## config.mk

```make
export PLATFORM = sky130hd
export DESIGN_NAME = ser_resilient_cell
export DESIGN_NICKNAME = d
export VERILOG_FILES = /design/src/rtl/ser_pkg.sv /design/src/rtl/ser_sys_copy.sv /design/src/rtl/ser_scan_copy.sv /design/src/rtl/ser_consensus.sv /design/src/rtl/ser_resilient_cell.sv
export SDC_FILE = /design/constraint.sdc
export NUM_CORES = 1
export LEC_CHECK = 0
export ABC_CLOCK_PERIOD_IN_PS = 1200
export BUFFER_PORTS_ARGS = -buffer_cell sky130_fd_sc_hd__clkbuf_2
export CAP_MARGIN = 20
export CELL_PAD_IN_SITES_DETAIL_PLACEMENT = 0
export CELL_PAD_IN_SITES_GLOBAL_PLACEMENT = 1
export CORE_MARGIN = 1
export CORE_UTILIZATION = 36
export DETAILED_ROUTE_END_ITERATION = 8
export GPL_TIMING_DRIVEN = 0
export PLACE_DENSITY = 0.88
export SYNTH_ARGS = -nofsm -noshare
export SYNTH_HDL_FRONTEND = slang
export SYNTH_SLANG_ARGS = --single-unit
```

## constraint.sdc

```tcl
create_clock -name clk -period 1.2 [get_ports clk]
set_input_delay 0.24 -clock clk [delete_from_list [all_inputs] [get_ports clk]]
set_output_delay 0.24 -clock clk [all_outputs]
set_load 0.02 [all_outputs]
```

## src/rtl/ser_pkg.sv

```systemverilog
// Package: shared types for the upset-masking scan storage word.
// Assumes: test mode and scan controls are sampled on the same clock edge.
package ser_pkg;

    // Action of the scan copy at a clock edge.
    typedef enum logic [1:0] {
        SCAN_HOLD    = 2'd0,
        SCAN_CAPTURE = 2'd1,
        SCAN_SHIFT   = 2'd2,
        SCAN_FUNC    = 2'd3
    } scan_op_e;

    // Decode mode and controls; shift wins over capture in test mode.
    function automatic scan_op_e decode_scan_op(input logic test,
                                                input logic shift,
                                                input logic capture);
        if (!test)        return SCAN_FUNC;
        else if (shift)   return SCAN_SHIFT;
        else if (capture) return SCAN_CAPTURE;
        else              return SCAN_HOLD;
    endfunction

endpackage

```

## src/rtl/ser_sys_copy.sv

```systemverilog
// Module: system copy of the storage word.
// Loads d on every edge in both modes; a flip bit inverts the loaded value.
// Assumes: synchronous active-low reset.
module ser_sys_copy #(
    parameter int WIDTH = 8
) (
    input  logic             clk,
    input  logic             rst_n,
    input  logic [WIDTH-1:0] d,
    input  logic [WIDTH-1:0] flip,
    output logic [WIDTH-1:0] sys_q
);

    // Purpose: functional capture with injected inversion.
    always_ff @(posedge clk) begin
        if (!rst_n) sys_q <= '0;
        else        sys_q <= d ^ flip;
    end

endmodule

```

## src/rtl/ser_scan_copy.sv

```systemverilog
// Module: scan copy and update stage.
// Functional mode: mirrors d as the redundant copy. Test mode: shift chain
// (bit 0 from si, so from the top bit), capture of d, and an update register.
// Assumes: WIDTH >= 2; the two scan phases are folded into one edge.
module ser_scan_copy
    import ser_pkg::*;
#(
    parameter int WIDTH = 8
) (
    input  logic             clk,
    input  logic             rst_n,
    input  scan_op_e         op,
    input  logic             update_go,
    input  logic [WIDTH-1:0] d,
    input  logic             si,
    input  logic [WIDTH-1:0] flip,
    output logic [WIDTH-1:0] scan_q,
    output logic [WIDTH-1:0] upd_q,
    output logic             so
);

    localparam int TOP = WIDTH - 1;

    logic [WIDTH-1:0] load_val;

    // Purpose: select what the scan copy loads for the decoded action.
    always_comb begin
        unique case (op)
            SCAN_FUNC:    load_val = d;
            SCAN_CAPTURE: load_val = d;
            SCAN_SHIFT:   load_val = {scan_q[TOP-1:0], si};
            default:      load_val = scan_q;
        endcase
    end

    // Purpose: scan copy register with injected inversion.
    always_ff @(posedge clk) begin
        if (!rst_n) scan_q <= '0;
        else        scan_q <= load_val ^ flip;
    end

    // Purpose: update register, loaded only on a test-mode update.
    always_ff @(posedge clk) begin
        if (!rst_n)         upd_q <= '0;
        else if (update_go) upd_q <= scan_q;
    end

    assign so = scan_q[TOP];

endmodule

```

## src/rtl/ser_consensus.sv

```systemverilog
// Module: per-bit consensus element with keeper.
// Passes the agreed value of two copies; holds the last output on
// disagreement; in bypass passes copy a alone. The keeper tracks the output.
// Assumes: synchronous active-low reset clears the keepers.
module ser_consensus #(
    parameter int WIDTH = 8
) (
    input  logic             clk,
    input  logic             rst_n,
    input  logic             bypass,
    input  logic [WIDTH-1:0] a,
    input  logic [WIDTH-1:0] b,
    output logic [WIDTH-1:0] y
);

    for (genvar i = 0; i < WIDTH; i++) begin : g_bit
        logic keep_r;

        // Purpose: keeper follows the node so a disagreement freezes it.
        always_ff @(posedge clk) begin
            if (!rst_n) keep_r <= 1'b0;
            else        keep_r <= y[i];
        end

        assign y[i] = bypass ? a[i] : ((a[i] == b[i]) ? a[i] : keep_r);
    end

endmodule

```

## src/rtl/ser_resilient_cell.sv

```systemverilog
// Module: upset-masking scan storage word (top).
// Each bit is stored twice (system copy and scan copy) and voted by a
// consensus element with keeper; test mode bypasses the vote.
// Assumes: WIDTH >= 2; upset inputs are used for fault injection only.
module ser_resilient_cell
    import ser_pkg::*;
#(
    parameter int WIDTH = 8
) (
    input  logic             clk,
    input  logic             rst_n,
    input  logic             test_en,
    input  logic             scan_shift,
    input  logic             scan_capture,
    input  logic             scan_update,
    input  logic [WIDTH-1:0] d,
    input  logic             si,
    input  logic [WIDTH-1:0] upset_sys,
    input  logic [WIDTH-1:0] upset_scan,
    output logic [WIDTH-1:0] q,
    output logic             so,
    output logic [WIDTH-1:0] upd_q
);

    scan_op_e         scan_op;
    logic             update_go;
    logic [WIDTH-1:0] sys_vec;
    logic [WIDTH-1:0] scan_vec;

    assign scan_op   = decode_scan_op(test_en, scan_shift, scan_capture);
    assign update_go = test_en & scan_update;

    ser_sys_copy #(.WIDTH(WIDTH)) u_sys (
        .clk   (clk),
        .rst_n (rst_n),
        .d     (d),
        .flip  (upset_sys),
        .sys_q (sys_vec)
    );

    ser_scan_copy #(.WIDTH(WIDTH)) u_scan (
        .clk       (clk),
        .rst_n     (rst_n),
        .op        (scan_op),
        .update_go (update_go),
        .d         (d),
        .si        (si),
        .flip      (upset_scan),
        .scan_q    (scan_vec),
        .upd_q     (upd_q),
        .so        (so)
    );

    ser_consensus #(.WIDTH(WIDTH)) u_vote (
        .clk    (clk),
        .rst_n  (rst_n),
        .bypass (test_en),
        .a      (sys_vec),
        .b      (scan_vec),
        .y      (q)
    );

endmodule

```

==> summary.md, run 1 <==
| Metric | Value |
|---|---|
| Outcome | finished with violations |
| Failing checks | setup timing |
| Number of failing setup endpoints in the final timing report | 8 |
| Synthesized instance count | 165 |
| Top-level I/O count | 48 |
| Switching part of the total | 26.60% |
| Portion of the post-synthesis area used by sequential elements | 43.35% |
| Dpl ws | -195.3 ps |
| XOR/XNOR Fraction of Synth Area | 4.742% |
| Largest incremental delay on the critical path | around 320 ps |
| Wire length of the first global-routing pass | 5.706 mm |
| Floorplan row count | 22 |
| Clock tree buffer depth | 2 |
| Final period utilization | 113.1% |
| Vias per inst | 4.850 |
| Pin count of the biggest net entering global routing | 11 |
| Layout Area Growth over Synthesis | 36.41% |
| Final hold vios | 0 |
| Critical path endpoint category | output port |
| Power per standard cell area | 1268 nW/um^2 |
| Arrival time of the worst setup path | around 1100 ps |
| Worst-path fanout max | 2 |
| Cell with the biggest individual delay on the critical path | sky130_fd_sc_hd__dfxtp_2 |
| Adder-cell share of the synthesized area | 0% |
| Clock tree skew after final layout | between 1.5 and 2 ps |
| Yosys reg bits | 32 |
| GRT Resource Usage Total | 17.66% |
| Detailed placement HPWL | approximately 2.4 mm |
| Worst path cell trace | and2b_1, o21ai_1, nand2_1, clkbuf_8 |
| Remaining antenna violation count after routing | 0 |
| Transition time at the pin with the least slew margin | 402.4 ps |
| Worst path required time | 960 ps |
| Portion of total power attributed to the clock network | between 30 and 40% |
| Setup repair after global routing missed its margin | true |
| Post-synthesis cell area | 1478 um^2 |
| TritonCTS clock tree | built |
| Normalized max-slew margin | 73.17% |
| Initial standard-cell utilization of the core | 38.90% |
| Fraction of the mapped netlist area in compound gates | 18.88% |
| Cell family with the largest share of critical-path delay | flip-flops |
| Mapped Nets | 196 |
| 1st-pass router iterations | 4 |
| DRC violation count after routing | 0 |
| Fill cell count | 383 |
| Register-to-register path setup slack | about 80 ps |
| Core Region | 3799 um^2 |
| Die H | 66.07 um |
| Fraction of layout cells with a size suffix above 1 | about a third |
| Average instance area after synthesis | about 9.0 um^2 |
| Most frequent cells in the layout | 38 x sky130_fd_sc_hd__clkbuf_2, 28 x sky130_fd_sc_hd__dfxtp_1, 25 x sky130_fd_sc_hd__nand2_1 |
| Worst-skew pair later-pin latency | 280 ps |
| Proportion of power drawn by combinational gates | between 10% and 20% |
| Combinational family with the most area after synthesis | simple AND/OR/NAND/NOR gates |
| Placer's final routability congestion estimate | 0.6959 |
| Switching power total | 0.0006796 W |
| Number of DRC markers after the initial detailed-route iteration | 57 |
| Leading cell type in the layout, fill and taps excluded | sky130_fd_sc_hd__clkbuf_2 |
| Sequential Power Share | about 47% |
| Global route total overflow | 0 |
| Final Critical Period | 1357 ps |
| Achievable Freq | 736.7 MHz |
| Portion of netlist area occupied by mux cells | ~5.4% |
| Number of max-capacitance violations reported | 0 |
| Yosys Warn Count | 0 |
| Width of the die | 66.07 um |
| Post-CTS clock slew at the launch and capture registers of the worst setup and hold paths | 60 ps |
| Number of sinks driven by the clock tree | 32 |
| Worst Path Buf+Inv | 1 |
| Hold-fix buffers, CTS | 0 |
| Simple-gate share of the synthesized area | 23.54% |
| Clock Root Buffer | sky130_fd_sc_hd__clkbuf_8 |
| Antenna cell count | 0 |
| Mean routed wirelength per cell | 12.76 um |
| Slew Viols, Final | 0 |
| Count of input and output buffers | 46 |
| Total wirelength of the detailed-routed design | 3.497 mm |
| Total internal power | 0.001876 W |
| Number of H-tree levels | 2 |
| Synth unique cells | 20 |
| Leakage power figure | between 0.9 and 1 nW |
| Via count of the first global-routing pass | roughly 1300 |
| Die Area | ~4400 um^2 |
| Final critical-path setup slack | -157.4 ps |
| Critical Path Source Type | flip-flop |
| Total clock buffers created by CTS | 5 |
| Class of the most critical setup path | reg -> out |
| Nets@finish | about 260 |
| Worst IR Drop VDD | around 580 uV |
| Initial antenna violation count | 0 |
| Total via count after detailed routing | between 1000 and 1500 |
| Post-route worst hold slack | 186.2 ps |
| Hold Crit Class | in -> reg |
| Setup TNS | -977.6 ps |
==> power groups by stage <==
| stage | registers, W | clock network (W) | logic [W] |
|---|---|---|---|
| final | 0.00119 | 0.000855 | 0.000507 |
| after global routing | 0.00120 | 0.000919 | 0.000556 |
| after CTS | 0.00119 | 0.000864 | 0.000495 |
| after detailed placement | 0.00121 | 0 | 0.000423 |
| after global placement | 0.00121 | 0 | 0.000418 |
| after floorplan | 0.00121 | 0 | 0.000263 |
==> routing by layer <==
layer  track usage, %  share of wire [%]  up-vias
met5                0                  0        -
met4            6.383                1.2        0
met3            4.310                5.1        7
met2            30.23                 49       36
met1            21.24                 44      604
li1                 -                  -      682
==> state kept, by name, summed over array words and instances, names as in the netlist <==
name	cells
u_sys.sys_q	8
u_scan.upd_q	8
u_scan.scan_q	8
u_vote.g_bit.keep_r	8
==> layout make-up <==
| cell class | instances | area (um^2) | area share, % |
|---|---|---|---|
| flip-flops and latches | 32 | 645.6 | 32.03 |
| clock buffers | 8 | 90.09 | 4.469 |
| repair buffers | 53 | 355.3 | 17.63 |
| inverters | 1 | 3.754 | 0.1862 |
| plain buffers | 9 | 61.31 | 3.042 |
| multi-input cells | 123 | 799.5 | 39.66 |
| well taps | 48 | 60.06 | 2.980 |
==> cells in the mapped netlist <==
cell	count	area share [%]
sky130_fd_sc_hd__a21boi_0	8	4.1
sky130_fd_sc_hd__a21boi_4	1	1.3
sky130_fd_sc_hd__a2bb2oi_1	8	4.7
sky130_fd_sc_hd__and2_1	16	6.8
sky130_fd_sc_hd__and2b_1	1	0.51
sky130_fd_sc_hd__buf_4	2	1.0
sky130_fd_sc_hd__buf_6	2	1.5
sky130_fd_sc_hd__clkbuf_1	5	1.3
sky130_fd_sc_hd__dfxtp_1	32	43
sky130_fd_sc_hd__inv_2	1	0.25
sky130_fd_sc_hd__mux2i_1	8	5.4
sky130_fd_sc_hd__nand2_1	25	6.4
sky130_fd_sc_hd__nand2b_1	3	1.3
sky130_fd_sc_hd__nand3_1	8	2.7
sky130_fd_sc_hd__nor2b_1	7	3.0
sky130_fd_sc_hd__o21ai_0	16	5.4
sky130_fd_sc_hd__o22ai_1	8	3.4
sky130_fd_sc_hd__or2_1	1	0.42
sky130_fd_sc_hd__or2b_1	5	2.5
sky130_fd_sc_hd__xor2_1	8	4.7
==> what timing repair did <==
action,4_1_cts,5_1_grt
buffers inserted,5,3
setup endpoints to repair,8,13
hold endpoints to repair,0,0
gates resized for setup,31,12
pin swaps,7,2
==> per-stage QoR <==
step                instance area, um^2  std cells  util [%]  total power [W]
floorplan                          1478        165         -         0.001471
global placement                   1768        259     46.54         0.001625
detailed placement                 1768        259     46.54         0.001630
CTS                                1972        272     51.91         0.002546
global route                       2016        274     53.06         0.002677
finish                             2016        274     53.06         0.002555
==> path summary, 6_finish.rpt <==
path / from / to / cells after the start
worst min-delay path: upset_scan[1] / u_scan.scan_q[1]$_SDFF_PN0_ / 3
worst min register to register: u_scan.upd_q[1]$_SDFFE_PN0P_ / u_scan.upd_q[1]$_SDFFE_PN0P_ / 2
worst max-delay path: u_vote.g_bit[5].keep_r$_SDFF_PN0_ / q[5] / 4
worst max register to register: u_vote.g_bit[6].keep_r$_SDFF_PN0_ / u_vote.g_bit[6].keep_r$_SDFF_PN0_ / 6
==> tightest hold or removal path, stage by stage <==
cell and delay, ps:
sky130_fd_sc_hd__clkbuf_2 90, sky130_fd_sc_hd__nand2_1 50, sky130_fd_sc_hd__mux2i_1 50
==> kinds of logic after synthesis <==
kind of cell,count (synthesis)
simple gates,66
compound gates,41
flops,32
buf+inv,10
xor+xnor,8
mux,8
Power figures use the tool's default switching activity.
==> run 2: changes to the inputs <==
==> constraint.sdc (replaced) <==
create_clock -name clk -period 1.2 [get_ports clk]
set_input_delay 0.06 -clock clk [delete_from_list [all_inputs] [get_ports clk]]
set_output_delay 0.06 -clock clk [all_outputs]
set_load 0.02 [all_outputs]
==> summary.md, run 2 (synthesis results as in run 1) <==
| Metric | Value |
|---|---|
| Outcome | completed |
| Class of the most critical setup path | reg -> out |
| Detailed placement HPWL | about 2.4 mm |
| Largest incremental delay on the critical path | 310 ps |
| Count of input and output buffers | 46 |
| Number of sinks driven by the clock tree | 32 |
| Normalized max-slew margin | 72.45% |
| Antenna cell count | 0 |
| Worst path required time | 1140 ps |
| Worst path cell trace | and2b_1, o21ai_1, nand2_1, buf_6 |
| Arrival time of the worst setup path | 1080 ps |
| Critical path endpoint category | output port |
| Vias per inst | 4.813 |
| Mean routed wirelength per cell | 12.47 um |
| Total via count after detailed routing | around 1300 |
| Instance area after placement | 1768 um^2 |
| Portion of total power attributed to the clock network | 34.3% |
| Final Critical Period | 1144 ps |
| Initial standard-cell utilization of the core | approximately 39% |
| Worst-skew pair later-pin latency | 280 ps |
| Die Area | 4365 um^2 |
| Total internal power | 0.001810 W |
| Number of DRC markers after the initial detailed-route iteration | 58 |
| Post-route worst hold slack | 11.89 ps |
| Setup repair after global routing missed its margin | true |
| Filler-free cell count of the finished design | 268 |
| Sequential Power Share | 48.2% |
| Pin count of the biggest net entering global routing | 11 |
| Post-layout total power | 0.002462 W |
| Post-CTS clock slew at the launch and capture registers of the worst setup and hold paths | 60 ps |
| Final period utilization | 95.32% |
| Clock tree skew after final layout | 2.646 ps |
| Die H | 66.07 um |
| 1st-pass router iterations | 4 |
| Hold-fix buffers, CTS | 0 |
| Worst-path fanout max | 2 |
| Leakage power figure | 0.8760 nW |
| Width of the die | ~66 um |
| Global route total overflow | 0 |
| Top-level I/O count | 48 |
| Layout Area Growth over Synthesis | 26.67% |
| Achievable Freq | 874.2 MHz |
| GRT Resource Usage Total | around 17% |
| Via count of the first global-routing pass | 1221 |
| Clock tree buffer depth | 2 |
| Number of H-tree levels | 2 |
| Utilization of the core after routing | approximately 49% |
| Power per standard cell area | 1315 nW/um^2 |
| Proportion of power drawn by combinational gates | 17.5% |
| Number of cells traversed by the worst hold path | 3 |
| Switching power total | around 0.00065 W |
| Initial antenna violation count | 0 |
| Cell with the biggest individual delay on the critical path | sky130_fd_sc_hd__dfxtp_1 |
| Clock Root Buffer | sky130_fd_sc_hd__clkbuf_8 |
| Post-route cell area | approximately 1900 um^2 |
| Transition time at the pin with the least slew margin | about 410 ps |
| Placer's final routability congestion estimate | 0.6959 |
| TritonCTS clock tree | built |
| Nets@finish | 250 |
| Fraction of layout cells with a size suffix above 1 | approximately 27% |
| Number of max-capacitance violations reported | 0 |
| Total wirelength of the detailed-routed design | 3.343 mm |
| Wire length of the first global-routing pass | 5.506 mm |
| Core Region | roughly 3800 um^2 |
| Number of failing setup endpoints in the final timing report | 0 |
| Floorplan row count | 22 |
| DRC violation count after routing | 0 |
| Final hold vios | 0 |
| Total clock buffers created by CTS | 5 |
| R2R cell count | 5 |
| Hold Crit Class | in -> reg |
| Leading cell type in the layout, fill and taps excluded | sky130_fd_sc_hd__clkbuf_2 |
| Worst IR Drop VDD | 568.0 uV |
| Remaining antenna violation count after routing | 0 |
| Critical Path Source Type | flip-flop |
| Instance count after placement with tap cells included | 259 |
| Switching part of the total | 26.48% |
| Most frequent cells in the layout | 42 x sky130_fd_sc_hd__clkbuf_2, 32 x sky130_fd_sc_hd__dfxtp_1, 25 x sky130_fd_sc_hd__nand2_1 |
| Slew Viols, Final | 0 |
-- run 2: path summary, 6_finish.rpt --
kind | from | to | slack, ps
max | u_vote.g_bit[5].keep_r$_SDFF_PN0_ | q[5] | 60
min | upset_scan[0] | u_scan.scan_q[0]$_SDFF_PN0_ | 10
max reg2reg | u_vote.g_bit[5].keep_r$_SDFF_PN0_ | u_vote.g_bit[5].keep_r$_SDFF_PN0_ | 150
min reg2reg | u_scan.upd_q[1]$_SDFFE_PN0P_ | u_scan.upd_q[1]$_SDFFE_PN0P_ | 460
-- run 2: layer usage --
layer  global-route usage [%]  vias to the layer above  share of wire (%)
met1                    20.93                      580                 47
met2                    28.57                       33                 46
met3                    4.310                        7                5.0
met5                        0                        -                  0
met4                    6.383                        0                1.3
li1                         -                      670                  -
-- run 2: what timing repair did --
action | 4_1_cts | 5_1_grt
setup buffers | 0 | 1
resized for setup | 0 | 14
setup endpoints to repair | 0 | 8
-- run 2: critical path: cells and delay by family (launching register included) --
family / cells / cell delay, ps
AO/OA/AOI/OAI: 1 / 110
buffers and inverters: 1 / 140
flip-flops: 1 / 310
AND/OR/NAND/NOR: 2 / 240
-- run 2: power groups by stage --
stage / Combinational, W / Sequential, W / Clock [W]
after detailed placement: 0.000423 / 0.00121 / 0
after floorplan: 0.000263 / 0.00121 / 0
after global placement: 0.000418 / 0.00121 / 0
after global routing: 0.000477 / 0.00120 / 0.000919
final: 0.000431 / 0.00119 / 0.000845
after CTS: 0.000424 / 0.00118 / 0.000864
-- run 2: final cells by class --
class	count	area, um^2
flip-flops and latches	32	640.6
repair buffers	47	244.0
multi-input cells	123	777.0
well taps	48	60.06
fillers	391	1927
inverters	1	3.754
clock buffers	8	90.09
plain buffers	9	56.30
-- run 2: per-stage QoR --
step	TNS (ps)	setup slack, ps
after floorplan	0	182.6
after global placement	0	9.320
after detailed placement	0	3.662
after CTS	0	13.83
after global routing	-18.75	-15.63
final	0	56.15
==> run 3: changes to the inputs <==
- ABC_CLOCK_PERIOD_IN_PS: 1200 -> 1130
- clock period: 1.2 -> 1.13 ns (I/O delays scaled with it)
==> summary.md, run 3 (synthesis results as in run 1) <==
| Metric | Value |
|---|---|
| Pin count of the biggest net entering global routing | 11 |
| Initial standard-cell utilization of the core | around two fifths |
| Outcome | finished with violations |
| Largest incremental delay on the critical path | 320 ps |
| Clock tree skew after final layout | 1.741 ps |
| Final Critical Period | between 1000 and 1500 ps |
| Failing checks | setup timing |
| Worst IR Drop VDD | 607.1 uV |
| Total clock buffers created by CTS | 5 |
| Fill cell count | 389 |
| Startpoint of the most critical register-to-register path | u_vote.g_bit[5].keep_r$_SDFF_PN0_ |
| Vias per inst | 4.856 |
| Global route total overflow | 0 |
| Count of input and output buffers | 46 |
| Leakage power figure | a little over 0.9 nW |
| Total via count after detailed routing | between 1000 and 1500 |
| Critical path endpoint category | output port |
| DRC violation count after routing | 0 |
| Most frequent cells in the layout | 38 x sky130_fd_sc_hd__clkbuf_2, 28 x sky130_fd_sc_hd__dfxtp_1, 25 x sky130_fd_sc_hd__nand2_1 |
| Class of the most critical setup path | reg -> out |
| Placer's final routability congestion estimate | 0.6959 |
| Post-route cell area | 1967 um^2 |
| Worst-path fanout max | 2 |
| Nets@finish | 253 |
| Timing startpoint of the critical path | u_vote.g_bit[5].keep_r$_SDFF_PN0_ |
| Power per standard cell area | 1362 nW/um^2 |
| Hold-fix buffers, CTS | 0 |
| Final critical-path setup slack | -40.26 ps |
| Number of failing setup endpoints in the final timing report | 3 |
| Cell with the biggest individual delay on the critical path | sky130_fd_sc_hd__dfxtp_2 |
| Number of sinks driven by the clock tree | 32 |
| Fraction of layout cells with a size suffix above 1 | between 30% and 40% |
| Arrival time of the worst setup path | 1110 ps |
| Slew Viols, Final | 0 |
| GRT Resource Usage Total | between 10% and 20% |
| Worst path required time | roughly 1100 ps |
| Clock Root Buffer | sky130_fd_sc_hd__clkbuf_8 |
| Hold Crit Class | in -> reg |
| Via count of the first global-routing pass | 1236 |
| Post-CTS clock slew at the launch and capture registers of the worst setup and hold paths | roughly 60 ps |
| Worst-skew pair later-pin latency | 280 ps |
| Worst path cell trace | and2b_1, o21ai_1, nand2_1, clkbuf_8 |
| TritonCTS clock tree | built |
| Normalized max-slew margin | 71.83% |
| Die Area | 4365 um^2 |
| Achievable Freq | between 800 and 900 MHz |
| Floorplan row count | 22 |
| Total wirelength of the detailed-routed design | roughly 3.4 mm |
| Transition time at the pin with the least slew margin | 422.6 ps |
| Antenna cell count | 0 |
| Post-layout total power | 0.002679 W |
| Initial antenna violation count | 0 |
| Die H | 66.07 um |
| Number of max-capacitance violations reported | 0 |
| Number of DRC markers after the initial detailed-route iteration | 81 |
| Min-Delay Startpoint | upset_scan[1] |
| Wire length of the first global-routing pass | 5.554 mm |
| Width of the die | 66.07 um |
| Number of H-tree levels | 2 |
| Final hold vios | 0 |
| Mean routed wirelength per cell | roughly 13 um |
| Core Region | approximately 3800 um^2 |
| Top-level I/O count | 48 |
| Leading cell type in the layout, fill and taps excluded | sky130_fd_sc_hd__clkbuf_2 |
| Instance area after placement | 1768 um^2 |
| Critical Path Source Type | flip-flop |
| Remaining antenna violation count after routing | 0 |
| Dpl ws | -62.84 ps |
| Setup repair after global routing missed its margin | true |
| 1st-pass router iterations | 4 |
| Clock tree buffer depth | 2 |
| Detailed placement HPWL | 2.425 mm |
| Layout Area Growth over Synthesis | 33.11% |
| Final period utilization | 103.6% |
[run 3: worst max-delay path: cells and delay by family, from the launching register on]
| family | cells | cell delay, ps |
|---|---|---|
| flops | 1 | 320 |
| simple gates | 2 | 240 |
| buf+inv | 1 | 160 |
| compound gates | 1 | 120 |
[run 3: routing by layer]
metal | global-route usage (%) | up-vias | routed length [um]
met5 | 0 | - | 0
met4 | 6.383 | 0 | 41
met3 | 4.310 | 7 | 155
met2 | 28.95 | 33 | 1611
met1 | 21.03 | 599 | 1580
li1 | - | 677 | -
[run 3: final timing paths]
kind                                                          end  slack (ps)  depth (start not counted)
worst max-delay path                                         q[5]         -40                          4
worst min-delay path                  u_scan.scan_q[1]$_SDFF_PN0_           8                          3
worst max register to register  u_vote.g_bit[5].keep_r$_SDFF_PN0_          70                          5
worst min register to register       u_scan.upd_q[1]$_SDFFE_PN0P_         460                          2
[run 3: metrics by stage]
stage / utilization (%) / hold slack [ps] / TNS (ps) / instances
2_1_floorplan: - / 195.3 / 0 / 165
3_3_place_gp: 46.54 / 299.0 / -330.0 / 259
3_5_place_dp: 46.54 / 300.6 / -443.1 / 259
4_1_cts: 50.59 / 3.088 / -38.10 / 269
5_1_grt: 51.78 / 17.94 / -458.9 / 271
6_report: 51.78 / 8.364 / -49.59 / 271
[run 3: report_power, final]
group | internal [W] | switching (W) | total (W)
clock network | 0.000496 | 0.000404 | 0.000901
registers | 0.00121 | 0.0000549 | 0.00126
logic | 0.000269 | 0.000246 | 0.000515
total | 0.00197 | 0.000705 | 0.00268
[run 3: repair_timing]
| action | 4_1_cts | 5_1_grt |
|---|---|---|
| gates resized for setup | 19 | 13 |
| setup endpoints to repair | 8 | 8 |
| setup buffers | 2 | 2 |
| pin swaps | 4 | 3 |
[run 3: area by class of cell]
| cell class | count | area, um^2 | share of cell area (%) |
|---|---|---|---|
| multi-input cells | 123 | 788.3 | 40.08 |
| flip-flops and latches | 32 | 645.6 | 32.82 |
| repair buffers | 50 | 322.8 | 16.41 |
| clock buffers | 8 | 90.09 | 4.580 |
| well taps | 48 | 60.06 | 3.053 |
| plain buffers | 9 | 56.30 | 2.863 |
| inverters | 1 | 3.754 | 0.1908 |
